File: src/rtl/mfr_pkg.sv
`timescale 1ns/1ps
package mfr_pkg;

  // bit positions inside the setup word (decoded by mfr_setup_dec)
  localparam int F_OPC   = 0;
  localparam int F_ABYTE = 8;
  localparam int F_DBYTE = 10;
  localparam int F_LANE  = 12;
  localparam int F_XBIT  = 24;

  localparam int CNT_W = 7;

  typedef enum logic [2:0] {
    ST_IDLE,
    ST_SEND,
    ST_DUMMY,
    ST_DATA,
    ST_DONE
  } mfr_state_t;

  typedef enum logic [1:0] {
    LANE_X1,
    LANE_X2,
    LANE_X4
  } mfr_lane_t;

  typedef struct packed {
    logic [CNT_W-1:0] dummy_clks;
    logic [CNT_W-1:0] data_clks;
    mfr_lane_t        lane;
  } mfr_rdcfg_t;

endpackage

File: src/rtl/mfr_setup_dec.sv
`timescale 1ns/1ps
module mfr_setup_dec
  import mfr_pkg::*;
#(
  parameter int DATA_W = 32
) (
  input  logic [31:0]      setup,
  input  logic [23:0]      addr24,
  output logic [31:0]      send_word,
  output logic [CNT_W-1:0] send_clks,
  output mfr_rdcfg_t       rdcfg
);

  localparam int CLK_X1 = DATA_W;
  localparam int CLK_X2 = DATA_W / 2;
  localparam int CLK_X4 = DATA_W / 4;

  logic [1:0]  abytes;
  logic [1:0]  dbytes;
  logic [4:0]  xbits;
  logic [7:0]  opcode;
  logic [23:0] addr_sh;

  always_comb begin
    opcode  = setup[F_OPC +: 8];
    abytes  = setup[F_ABYTE +: 2];
    dbytes  = setup[F_DBYTE +: 2];
    xbits   = setup[F_XBIT +: 5];

    // left-justify the used address bytes so they leave first
    addr_sh   = addr24 << {2'd3 - abytes, 3'b000};
    send_word = {opcode, addr_sh};
    send_clks = CNT_W'(8) + {2'b00, abytes, 3'b000};

    rdcfg.dummy_clks = {2'b00, dbytes, 3'b000} + {2'b00, xbits};
    unique case (setup[F_LANE +: 2])
      2'b01: begin
        rdcfg.lane      = LANE_X2;
        rdcfg.data_clks = CNT_W'(CLK_X2);
      end
      2'b11: begin
        rdcfg.lane      = LANE_X4;
        rdcfg.data_clks = CNT_W'(CLK_X4);
      end
      default: begin
        rdcfg.lane      = LANE_X1;
        rdcfg.data_clks = CNT_W'(CLK_X1);
      end
    endcase
  end

endmodule

File: src/rtl/mfr_seq.sv
`timescale 1ns/1ps
module mfr_seq
  import mfr_pkg::*;
#(
  parameter int HALF_CYC = 2,
  parameter int DATA_W   = 32
) (
  input  logic              clk,
  input  logic              rst_n,
  input  logic              start,
  input  logic [31:0]       send_word,
  input  logic [CNT_W-1:0]  send_clks,
  input  mfr_rdcfg_t        rdcfg,
  input  logic [3:0]        io_i,
  output logic              busy,
  output logic              sclk,
  output logic              cs_n,
  output logic [3:0]        io_o,
  output logic [3:0]        io_oe,
  output logic              rdy,
  output logic [DATA_W-1:0] rx_word
);

  localparam int HC_W = (HALF_CYC > 1) ? $clog2(HALF_CYC) : 1;
  localparam logic [HC_W-1:0] HC_LAST = HC_W'(HALF_CYC - 1);

  mfr_state_t        st_q, st_d;
  logic [HC_W-1:0]   hc_q, hc_d;
  logic              sclk_q, sclk_d;
  logic [CNT_W-1:0]  cnt_q, cnt_d;
  logic [31:0]       tx_q, tx_d;
  logic [DATA_W-1:0] rx_q, rx_d;
  mfr_rdcfg_t        cfg_q, cfg_d;
  logic              cs_n_q, cs_n_d;
  logic              rdy_q, rdy_d;
  logic              active, tick;

  always_comb begin
    st_d   = st_q;
    hc_d   = hc_q;
    sclk_d = sclk_q;
    cnt_d  = cnt_q;
    tx_d   = tx_q;
    rx_d   = rx_q;
    cfg_d  = cfg_q;
    active = (st_q == ST_SEND) || (st_q == ST_DUMMY) || (st_q == ST_DATA);
    tick   = active && (hc_q == HC_LAST);

    unique case (st_q)
      ST_IDLE: begin
        if (start) begin
          st_d   = ST_SEND;
          cnt_d  = send_clks;
          tx_d   = send_word;
          cfg_d  = rdcfg;
          hc_d   = '0;
          sclk_d = 1'b0;
        end
      end
      ST_SEND, ST_DUMMY, ST_DATA: begin
        if (!tick) begin
          hc_d = hc_q + 1'b1;
        end else begin
          hc_d   = '0;
          sclk_d = ~sclk_q;
          if (!sclk_q) begin
            // rising serial edge: sample the flash
            if (st_q == ST_DATA) begin
              unique case (cfg_q.lane)
                LANE_X4: rx_d = {rx_q[DATA_W-5:0], io_i};
                LANE_X2: rx_d = {rx_q[DATA_W-3:0], io_i[1:0]};
                default: rx_d = {rx_q[DATA_W-2:0], io_i[1]};
              endcase
            end
          end else begin
            // falling serial edge: one clock finished
            tx_d = {tx_q[30:0], 1'b0};
            if (cnt_q == CNT_W'(1)) begin
              unique case (st_q)
                ST_SEND: begin
                  if (cfg_q.dummy_clks != '0) begin
                    st_d  = ST_DUMMY;
                    cnt_d = cfg_q.dummy_clks;
                  end else begin
                    st_d  = ST_DATA;
                    cnt_d = cfg_q.data_clks;
                  end
                end
                ST_DUMMY: begin
                  st_d  = ST_DATA;
                  cnt_d = cfg_q.data_clks;
                end
                default: st_d = ST_DONE;
              endcase
            end else begin
              cnt_d = cnt_q - 1'b1;
            end
          end
        end
      end
      ST_DONE: st_d = ST_IDLE;
      default: st_d = ST_IDLE;
    endcase

    cs_n_d = !((st_d == ST_SEND) || (st_d == ST_DUMMY) || (st_d == ST_DATA));
    rdy_d  = (st_d == ST_DONE);
  end

  always_ff @(posedge clk or negedge rst_n) begin
    if (!rst_n) begin
      st_q   <= ST_IDLE;
      hc_q   <= '0;
      sclk_q <= 1'b0;
      cnt_q  <= '0;
      tx_q   <= '0;
      rx_q   <= '0;
      cfg_q  <= '0;
      cs_n_q <= 1'b1;
      rdy_q  <= 1'b0;
    end else begin
      st_q   <= st_d;
      hc_q   <= hc_d;
      sclk_q <= sclk_d;
      cnt_q  <= cnt_d;
      tx_q   <= tx_d;
      rx_q   <= rx_d;
      cfg_q  <= cfg_d;
      cs_n_q <= cs_n_d;
      rdy_q  <= rdy_d;
    end
  end

  assign busy    = (st_q != ST_IDLE);
  assign sclk    = sclk_q;
  assign cs_n    = cs_n_q;
  assign rdy     = rdy_q;
  assign rx_word = rx_q;
  assign io_o    = {3'b000, tx_q[31]};
  assign io_oe   = (st_q == ST_SEND) ? 4'b0001 : 4'b0000;

endmodule

File: src/rtl/mfr_pin_mux.sv
`timescale 1ns/1ps
module mfr_pin_mux (
  input  logic       clk,
  input  logic       rst_n,
  input  logic       sw,
  input  logic       busy,
  input  logic       map_sclk,
  input  logic       map_cs_n,
  input  logic [3:0] map_io_o,
  input  logic [3:0] map_io_oe,
  input  logic       cmd_sclk,
  input  logic       cmd_cs_n,
  input  logic [3:0] cmd_io_o,
  input  logic [3:0] cmd_io_oe,
  output logic       pin_sclk,
  output logic       pin_cs_n,
  output logic [3:0] pin_io_o,
  output logic [3:0] pin_io_oe,
  output logic       owner
);

  logic owner_q, owner_d;

  // ownership is kept while a burst is running, even if the switch drops
  always_comb begin
    owner_d = sw | (owner_q & busy);
  end

  always_ff @(posedge clk or negedge rst_n) begin
    if (!rst_n) owner_q <= 1'b0;
    else        owner_q <= owner_d;
  end

  always_comb begin
    if (owner_q) begin
      pin_sclk  = map_sclk;
      pin_cs_n  = map_cs_n;
      pin_io_o  = map_io_o;
      pin_io_oe = map_io_oe;
    end else begin
      pin_sclk  = cmd_sclk;
      pin_cs_n  = cmd_cs_n;
      pin_io_o  = cmd_io_o;
      pin_io_oe = cmd_io_oe;
    end
  end

  assign owner = owner_q;

endmodule

File: src/rtl/mmap_flash_reader.sv
`timescale 1ns/1ps
module mmap_flash_reader
  import mfr_pkg::*;
#(
  parameter int ADDR_W   = 24,
  parameter int DATA_W   = 32,
  parameter int HALF_CYC = 2
) (
  input  logic              clk,
  input  logic              rst_n,
  input  logic              mmap_en,
  input  logic [31:0]       rd_setup,
  input  logic [ADDR_W-1:0] bus_addr,
  input  logic              bus_rd,
  output logic              bus_rdy,
  output logic [DATA_W-1:0] bus_rdata,
  input  logic              cmd_sclk,
  input  logic              cmd_cs_n,
  input  logic [3:0]        cmd_io_o,
  input  logic [3:0]        cmd_io_oe,
  output logic              spi_sclk,
  output logic              spi_cs_n,
  output logic [3:0]        spi_io_o,
  output logic [3:0]        spi_io_oe,
  input  logic [3:0]        spi_io_i,
  output logic              mmap_owner
);

  localparam int BYTES = DATA_W / 8;

  logic [31:0]       send_word;
  logic [CNT_W-1:0]  send_clks;
  mfr_rdcfg_t        rdcfg;
  logic              start, busy;
  logic              map_sclk, map_cs_n;
  logic [3:0]        map_io_o, map_io_oe;
  logic [DATA_W-1:0] rx_word;

  mfr_setup_dec #(.DATA_W(DATA_W)) u_dec (
    .setup     (rd_setup),
    .addr24    (bus_addr[23:0]),
    .send_word (send_word),
    .send_clks (send_clks),
    .rdcfg     (rdcfg)
  );

  assign start = bus_rd && mmap_en && mmap_owner && !busy;

  mfr_seq #(.HALF_CYC(HALF_CYC), .DATA_W(DATA_W)) u_seq (
    .clk       (clk),
    .rst_n     (rst_n),
    .start     (start),
    .send_word (send_word),
    .send_clks (send_clks),
    .rdcfg     (rdcfg),
    .io_i      (spi_io_i),
    .busy      (busy),
    .sclk      (map_sclk),
    .cs_n      (map_cs_n),
    .io_o      (map_io_o),
    .io_oe     (map_io_oe),
    .rdy       (bus_rdy),
    .rx_word   (rx_word)
  );

  mfr_pin_mux u_mux (
    .clk       (clk),
    .rst_n     (rst_n),
    .sw        (mmap_en),
    .busy      (busy),
    .map_sclk  (map_sclk),
    .map_cs_n  (map_cs_n),
    .map_io_o  (map_io_o),
    .map_io_oe (map_io_oe),
    .cmd_sclk  (cmd_sclk),
    .cmd_cs_n  (cmd_cs_n),
    .cmd_io_o  (cmd_io_o),
    .cmd_io_oe (cmd_io_oe),
    .pin_sclk  (spi_sclk),
    .pin_cs_n  (spi_cs_n),
    .pin_io_o  (spi_io_o),
    .pin_io_oe (spi_io_oe),
    .owner     (mmap_owner)
  );

  // first received byte is the oldest, so it sits at the top of rx_word
  for (genvar g = 0; g < BYTES; g++) begin : g_swap
    assign bus_rdata[8*g +: 8] = rx_word[DATA_W-1-8*g -: 8];
  end

endmodule

File: config.mk
export PLATFORM = sky130hd
export DESIGN_NAME = mmap_flash_reader
export DESIGN_NICKNAME = d
export VERILOG_FILES = /design/src/rtl/mfr_pkg.sv /design/src/rtl/mfr_setup_dec.sv /design/src/rtl/mfr_seq.sv /design/src/rtl/mfr_pin_mux.sv /design/src/rtl/mmap_flash_reader.sv
export SDC_FILE = /design/constraint.sdc
export NUM_CORES = 1
export LEC_CHECK = 0
export CAP_MARGIN = 30
export CORE_MARGIN = 5
export CORE_UTILIZATION = 50
export DETAILED_ROUTE_END_ITERATION = 10
export GPL_TIMING_DRIVEN = 0
export PLACE_DENSITY = 0.85
export SETUP_SLACK_MARGIN = 0.2
export SLEW_MARGIN = 15
export SYNTH_ARGS = -nofsm -noshare
export SYNTH_HDL_FRONTEND = slang
export SYNTH_SLANG_ARGS = --single-unit
File: constraint.sdc
create_clock -name clk -period 6 [get_ports clk]
set_clock_uncertainty 0.15 [all_clocks]
set_input_delay 0.6 -clock clk [delete_from_list [all_inputs] [get_ports clk]]
set_output_delay 0.6 -clock clk [all_outputs]
set_load 0.02 [all_outputs]
==> impl_metrics.ini, run 1 <==
[setup_path]
reg2reg_from = u_seq.st_q[0]
slowest_stage = clkdlybuf4s50_1
crit_type = flip-flop to primary output
end_kind = primary output
cp_num_buf_inv = 2
worstPathMaxFanout = 10
critical_path_required_ps = 5250
crit_chain = buf_1 > nand2_1 > o32ai_1 > clkdlybuf4s50_1
r2r_cells = 7
path_delay_family = buffers and inverters
crit_path_start_kind = flip-flop
crit_arrival_ps = 2260
reg2reg_slack_ps = 3620
crit-reg2reg-capture = u_seq.tx_q[18]
cp_slowest_stage_delay_ps = 670

[drt]
antenna_left = 0
via_count = 4675
wirelength_um = 13440
vias_per_cell = 5.815
wire_per_inst_um = 16.71
firstDrtPassIters = 5
route.detailed.drc = 0
drtIter0Drc = 196

[clocking]
clk_root_buffer_cell = clkbuf_8
clkLatencyLatePin_ps = 360
postCtsHoldBufs = 0
htree_num_levels = 3
clk_pin_slew_worst_paths_ps = 90
postCtsSetupBuffers = 0
cts_made_buffers = 9
clk_path_buf_depth = 2
cts.sinks = 88
cts_tree = yes
postCtsResizedCells = 0

[logic_synthesis]
synth_area_mm2 = 0.004867
synthFlopType = dfrtp_1
synthArstFlopShare_pct = 100.0
seq_area_frac_synth_pct = 45.27
synthesis.instances = 550
synth_edf_count = 0
synth_area_leader_cell = dfrtp_1
ys_types = 51
yosysTopAreaCellShare_pct = 44.73
ys_top_cells_by_area = dfrtp_1 (45%), mux2_2 (6.0%), o21ai_0 (5.9%)
synth_area_per_cell_um2 = 8.849
ys_ff_latch = 88
yosysWarnings = 0
syn-num-nets = 631

[power_and_ir_drop]
leakagePower_nw = 2.423
vdd_drop_max_v = 0.0001366
p_per_area_mw_per_mm2 = 167.3

[timing]
fin_crit_ps = 3008
drv_slew = 0
fin_crit_sh_pct = 50.14
slew_headroom_pct = 56.00
clock.fmax_ghz = 0.3324
worstMarginPinSlew_ps = 657.8
fin_ws_ps = 2992
tns_ps = 0
rsz0062_at_grt = false
holdWs_ps = 64.49
hold_viol_final = 0
setup_viol = 0

[floorplanning]
rows = 36
dieArea_mm2 = 0.01181
core-area_mm2 = 0.009639
num_io_pins = 118
die_h_um = 108.7
die_w_um = 108.7
initial_utilization_pct = 50.49

[grt]
overflow = 0
grt_max_degree = 49
grt_usage_pct = 23.80
grt_pass1_wl_um = 22580
grt_antenna_before_repair = 0
grt_pass1_vias = 4747

[place]
place.gp.congestion = 0.8978
hpwlAfterDp_um = 10000
post-place-ws_ps = 3334
portBuffers = 104

[job]
maxCapViolCount = 0

[worst_hold_path]
hold_path.class = primary input to async pin

[cells_and_area]
drive_above_1_share_pct = 9.538
areaGrowthSynthToFinish_pct = 28.97
num_antenna_cells = 0
finish.net_count = 747
layout_commonest_cell = clkdlybuf4s50_1
mostFrequentLayoutCells = clkdlybuf4s50_1 (103), dfrtp_1 (87), nand2_1 (75)

[outcome]
run_status = finished, final reports clean
[layer usage]
layer | global-route usage, % | vias to the layer above | part of all wire (%)
li1 | - | 2207 | -
met1 | 30.39 | 2291 | 43
met2 | 41.09 | 157 | 49
met3 | 4.500 | 20 | 6.0
met4 | 7.214 | 0 | 1.7
met5 | 0 | - | 0
[layout make-up]
cell class / count / area (µm²)
Tap cell: 133 / 166.4
Multi-Input combinational cell: 406 / 2437
Timing Repair Buffer: 105 / 1066
Buffer: 48 / 196.4
Clock inverter: 6 / 50.05
Inverter: 8 / 30.03
Clock buffer: 10 / 127.6
Fill cell: 805 / 3362
Sequential cell: 88 / 2203
[power by group]
group | switching (mW) | internal, mW
sequential | 0 | 0.593
combinational | 0.0299 | 0.0472
clock | 0.225 | 0.156
total | 0.255 | 0.795
[metrics by stage]
stage / power (mW) / utilization, % / instance area [µm²] / instances
floorplan: 0.6218 / - / 4867 / 550
global placement: 0.6792 / 63.02 / 6075 / 787
detailed placement: 0.6818 / 63.28 / 6100 / 788
CTS: 1.059 / 65.12 / 6277 / 804
global route: 1.091 / 65.12 / 6277 / 804
finish: 1.050 / 65.12 / 6277 / 804
[synthesized netlist by cell type (all sizes together) (2+ instances only)]
cell,instances
xnor2,2
inv,8
dfrtp,87
nor3b,3
buf,21
o31ai,4
nor4,2
or4,3
nor2,70
a221oi,8
mux2,27
clkbuf,27
nand2,75
a21oi,35
ha,6
mux2i,2
and3,2
a22oi,34
nor2b,8
a221o,8
o41ai,2
nor3,4
nand3,10
a31oi,18
o21ai,57
and2,2
o21a,2
nand2b,4
o21bai,2
o211ai,2
[cell families after synthesis]
family / after synthesis / share of synthesized area, %
compound gates: 178 / 23.62
xor+xnor: 3 / 0.5399
fa+ha+maj: 7 / 1.954
buf+inv: 56 / 4.653
flops: 88 / 45.27
mux: 29 / 6.735
simple gates: 189 / 17.22
[flip-flops by register name, indices dropped and copies added (netlist names)]
signal,flops
u_seq.tx_q,32
u_seq.cnt_q,7
u_seq.cs_n,1
u_seq.rdy,1
u_seq.sclk,1
u_mux.owner,1
u_seq.hc_q,1
u_seq.st_q,3
u_seq.rx_word,32
u_seq.cfg_q,9
[worst max path at each step]
stage | slack [ps] | depth (start not counted) | from | endpoint
global placement | 1070 | 1 | rst_n | u_seq.rx_word[19]
detailed placement | 3330 | 6 | rd_setup[8] | u_seq.tx_q[8]
global route | 2810 | 4 | u_mux.owner | spi_io_oe[0]
CTS | 2980 | 4 | u_mux.owner | spi_io_oe[0]
floorplan | 3800 | 3 | u_mux.owner | spi_io_oe[0]
finish | 2990 | 4 | u_mux.owner | spi_io_oe[0]
(Power assumes the default switching activity.)
==> run 2: changes to the inputs <==
- CORE_UTILIZATION: 50 -> 45
- PLACE_DENSITY: 0.85 -> 0.81
- clock period: 6 -> 2.5 ns (I/O delays scaled with it)
==> run 2 against run 1 <==
Effect of this change: worst setup slack got worse by 2700 ps; critical path depth up 2; non-clock buffer count rose by 1; global-route usage shrank 2.6 points; highest routed layer unchanged; sequential power increased by 140%.
==> impl_metrics.ini, run 2 (same netlist as run 1, synthesis figures left out) <==
[setup_path]
crit_arrival_ps = 2270
slowest_stage = a2111oi_2
timing.critical_path.from = u_seq.st_q[0]
worstPathMaxFanout = 10
crit_path_start_kind = flip-flop
cp_num_buf_inv = 2
crit_chain = buf_2 > or3b_1 > clkbuf_1 > a22o_1 > a2111oi_2 > a211oi_1
crit_type = flip-flop to flip-flop
reg2reg_from = u_seq.st_q[0]
critical_path_required_ps = 2560
cp_slowest_stage_delay_ps = 420
r2r_cells = 6
cp.depth = 6
path_delay_family = compound AO/OA/AOI/OAI gates
end_kind = flip-flop

[grt]
overflow = 0
grt_pass1_wl_um = 22710
grt_usage_pct = 21.24
grt_max_degree = 62
grt_pass1_vias = 4795
grt_antenna_before_repair = 0

[floorplanning]
num_io_pins = 118
dieArea_mm2 = 0.01300
rows = 38
die_w_um = 114
initial_utilization_pct = 45.50
core-area_mm2 = 0.01070
die_h_um = 114

[timing]
clock.fmax_ghz = 0.4521
hold_viol_final = 0
worstMarginPinSlew_ps = 700.4
setup_viol = 0
fin_crit_sh_pct = 88.48
holdWs_ps = 199.7
fin_ws_ps = 288.0
fin_crit_ps = 2212
drv_slew = 0
rsz0062_at_grt = true
slew_headroom_pct = 53.15

[drt]
wire_per_inst_um = 16.75
route.detailed.drc = 0
wirelength_um = 13600
route.met3.wl_um = 947
antenna_left = 0
met1_length_um = 5595
wl_met2_um = 6881
vias_per_cell = 5.783
via_count = 4696
top_layer = met4
firstDrtPassIters = 5
drtIter0Drc = 331

[clocking]
clk_pin_slew_worst_paths_ps = 90
postCtsSetupBuffers = 0
htree_num_levels = 3
cts_tree = yes
cts_made_buffers = 9
cts.sinks = 88
clkLatencyLatePin_ps = 360
clk_root_buffer_cell = clkbuf_8
clk_path_buf_depth = 2

[cells_and_area]
finish.net_count = 748
final_core_util_pct = 59.45
drive_above_1_share_pct = 10.42
layout_commonest_cell = clkdlybuf4s50_1
mostFrequentLayoutCells = clkdlybuf4s50_1 (100), dfrtp_1 (87), nand2_1 (75)
num_antenna_cells = 0
areaGrowthSynthToFinish_pct = 30.67

[worst_hold_path]
hold_path.class = primary input to async pin

[power_and_ir_drop]
p_per_area_mw_per_mm2 = 428.2
vdd_drop_max_v = 0.0003464
leakagePower_nw = 2.479

[place]
hpwlAfterDp_um = 9934
portBuffers = 104
post-place-ws_ps = 127.4
place.gp.congestion = 0.9368

[job]
maxCapViolCount = 0

[outcome]
run_status = finished, final reports clean
## run 2: timing repair
action / in CTS / in global routing
hold buffers: 1 / 0
endpoints found under the setup margin: 15 / 7
resized for setup: 7 / 5
pin swaps: 0 / 1
endpoints found under the hold margin: 27 / 0
## run 2: stage by stage
step / total power, mW / cells / setup TNS (ps) / cell area [µm²]
6_report: 2.723 / 812 / 0 / 6360
5_1_grt: 2.829 / 812 / 0 / 6360
4_1_cts: 2.751 / 812 / 0 / 6350
3_5_place_dp: 1.638 / 795 / 0 / 6108
3_3_place_gp: 1.631 / 794 / -189280 / 6083
2_1_floorplan: 1.492 / 550 / 0 / 4867
## run 2: final cells by class
type / count / area [µm²]
Buffer: 48 / 205.2
Clock buffer: 10 / 137.6
Clock inverter: 6 / 91.34
Fill cell: 942 / 4338
Inverter: 8 / 30.03
Multi-Input combinational cell: 406 / 2445
Sequential cell: 88 / 2203
Tap cell: 140 / 175.2
Timing Repair Buffer: 106 / 1072
## run 2: power by group
group | total [mW] | internal (mW) | leakage, nW | switching, mW
registers | 1.42 | 1.42 | 1.17 | 0
clock network | 1.11 | 0.596 | 0.117 | 0.517
logic | 0.189 | 0.115 | 1.19 | 0.0740
total | 2.72 | 2.13 | 2.48 | 0.591
## run 2: final timing paths
check                                  to  slack [ps]
max                        u_seq.cnt_q[5]         290
max reg2reg                u_seq.cnt_q[5]         290
min                        u_seq.tx_q[17]         200
min in group clk           u_seq.tx_q[31]         300
min reg2reg                u_seq.tx_q[16]         340
max in group asynchronous      u_seq.cs_n        1350
## run 2: worst register-to-register path, delay by kind of cell (launching register included)
kind	cells	cell delay (ps)
simple gates	1	360
compound gates	3	820
flops	1	380
buf+inv	2	370
## run 2: layer usage
| metal | vias up | global-route usage, % |
|---|---|---|
| met5 | - | 0 |
| met4 | 0 | 5.067 |
| met3 | 15 | 6.048 |
| met2 | 175 | 36.85 |
| met1 | 2301 | 26.19 |
| li1 | 2205 | - |
==> run 3: changes to the inputs <==
--- a/config.mk
+++ b/config.mk
@@ -14,3 +14,3 @@
 export SETUP_SLACK_MARGIN = 0.2
-export SLEW_MARGIN = 15
+export SLEW_MARGIN = 5
 export SYNTH_ARGS = -nofsm -noshare
==> constraint.sdc (replaced) <==
create_clock -name clk -period 2.5 [get_ports clk]
set_clock_uncertainty 0.15 [all_clocks]
set_input_delay 0.75 -clock clk [delete_from_list [all_inputs] [get_ports clk]]
set_output_delay 0.75 -clock clk [all_outputs]
set_load 0.02 [all_outputs]
==> run 3 against run 2 <==
Effect of this change: non-clock buffer count is 3 higher; cell area hardly changed; first-iteration DRC count is 10% higher; critical path depth is 3 lower; utilization hardly changed; via count is 0.30% lower; power is 6.5% lower; critical endpoint is now spi_cs_n; largest power group unchanged.
==> impl_metrics.ini, run 3 (same netlist as run 1, synthesis figures left out) <==
[outcome]
run_status = finished, final reports clean

[grt]
grt_usage_pct = 21.48
grt_pass1_vias = 4727
grt_max_degree = 51
grt_pass1_wl_um = 22890
grt_antenna_before_repair = 0
overflow = 0

[cells_and_area]
seq_area_mm2 = 0.002206
multiInputGateArea_mm2 = 0.002486
fill_cells = 945
drive_above_1_share_pct = 13.63
layout_commonest_cell = dfrtp_1
mostFrequentLayoutCells = dfrtp_1 (85), nand2_1 (74), nor2_1 (70)
finish.net_count = 751
areaGrowthSynthToFinish_pct = 30.64
stdcell_count = 815
num_antenna_cells = 0
stdcell_area_mm2 = 0.006359

[setup_path]
crit_type = flip-flop to primary output
critical_path_required_ps = 1600
crit_path_start_kind = flip-flop
critPathCapture = spi_cs_n
crit_arrival_ps = 1390
reg2reg_slack_ps = 300
timing.critical_path.from = u_mux.owner
worstPathMaxFanout = 5
reg2reg_from = u_seq.st_q[0]
crit-reg2reg-capture = u_seq.cnt_q[5]
end_kind = primary output
r2r_cells = 6

[place]
place.gp.congestion = 0.9163
portBuffers = 104
place_area_mm2 = 0.006116
place_inst = 795
hpwlAfterDp_um = 9956
post-place-ws_ps = -408.2

[floorplanning]
die_w_um = 114
die_h_um = 114
initial_utilization_pct = 45.50
rows = 38
core-area_mm2 = 0.01070
num_io_pins = 118
dieArea_mm2 = 0.01300

[timing]
rsz0062_at_grt = true
hold_viol_final = 0
worstMarginPinSlew_ps = 652.8
drv_slew = 0
fin_ws_ps = 213.2
tns_ps = 0
setup_viol = 0
fin_crit_sh_pct = 91.47
fin_crit_ps = 2287
slew_headroom_pct = 56.33
clock.fmax_ghz = 0.4373

[clocking]
clk_root_buffer_cell = clkbuf_8
clk_path_buf_depth = 2
clkLatencyLatePin_ps = 360
cts_made_buffers = 9
htree_num_levels = 3
cts_tree = yes
clk_pin_slew_worst_paths_ps = 90
cts.sinks = 88

[drt]
vias_per_cell = 5.745
antenna_left = 0
drtIter0Drc = 365
via_count = 4682
firstDrtPassIters = 4
wirelength_um = 13720
wire_per_inst_um = 16.84
route.detailed.drc = 0

[job]
maxCapViolCount = 0

[power_and_ir_drop]
vdd_drop_max_v = 0.0002126
p_per_area_mw_per_mm2 = 400.6
leakagePower_nw = 2.661
design_power_total_mw = 2.547

[worst_hold_path]
hold_path.class = primary input to async pin
-- run 3: cell types whose count changed in the layout (fill, tap and decap cells not counted), sizes merged --
cell,change
dlygate4sd2,+35
clkbuf,+2
clkinvlp,+2
clkinv,-1
dlymetal6s2s,+3
dlygate4sd3,-1
bufinv,-2
buf,+12
clkdlybuf4s50,-48
inv,+1
-- run 3: how the worst min path moves through the flow --
stage / from / to / slack, ps / depth (start not counted)
2_1_floorplan: u_seq.tx_q[16] / u_seq.tx_q[16] / 290 / 2
3_3_place_gp: u_seq.tx_q[16] / u_seq.tx_q[16] / 310 / 2
3_5_place_dp: u_seq.tx_q[16] / u_seq.tx_q[16] / 320 / 2
4_1_cts: rst_n / u_seq.tx_q[15] / 210 / 1
5_1_grt: rst_n / u_seq.tx_q[3] / 240 / 1
6_report: rst_n / u_seq.tx_q[17] / 210 / 1
-- run 3: where the power goes --
| group | internal, mW | switching, mW |
|---|---|---|
| clock | 0.399 | 0.542 |
| combinational | 0.110 | 0.0743 |
| sequential | 1.42 | 0 |
-- run 3: worst max-delay path, stage by stage, from the launching register on --
cell and delay (ps):
dfrtp_2 450, buf_6 160, mux2_4 300, buf_6 130
-- run 3: cell type report --
class | instances | share of cell area, %
plain buffers | 48 | 3.621
clock buffers | 10 | 2.165
clock inverters | 6 | 0.7871
inverters | 8 | 0.4723
multi-input cells | 406 | 39.10
flip-flops and latches | 88 | 34.69
well taps | 140 | 2.755
repair buffers | 109 | 16.41
-- run 3: timing repair --
item | CTS | global route
endpoints found under the hold margin | 0 | 0
setup buffers | 2 | 1
setup endpoints to repair | 60 | 34
gates cloned | 1 | 0
resized for setup | 100 | 25
pin swaps | 0 | 2
hold buffers | 0 | 0
-- run 3: layer usage --
layer | track usage (%) | part of all wire [%] | vias to the layer above
met5 | 0 | 0 | -
met4 | 6.255 | 1.4 | 0
met3 | 5.464 | 7.3 | 14
met2 | 36.14 | 49 | 190
met1 | 27.39 | 42 | 2262
li1 | - | - | 2216
-- run 3: through the flow --
step,hold WS (ps),utilization [%]
after CTS,214.2,58.80
after detailed placement,316.3,57.17
after global placement,310.4,56.94
after floorplan,294.7,-
final,211.5,59.44
after global routing,237.8,59.44
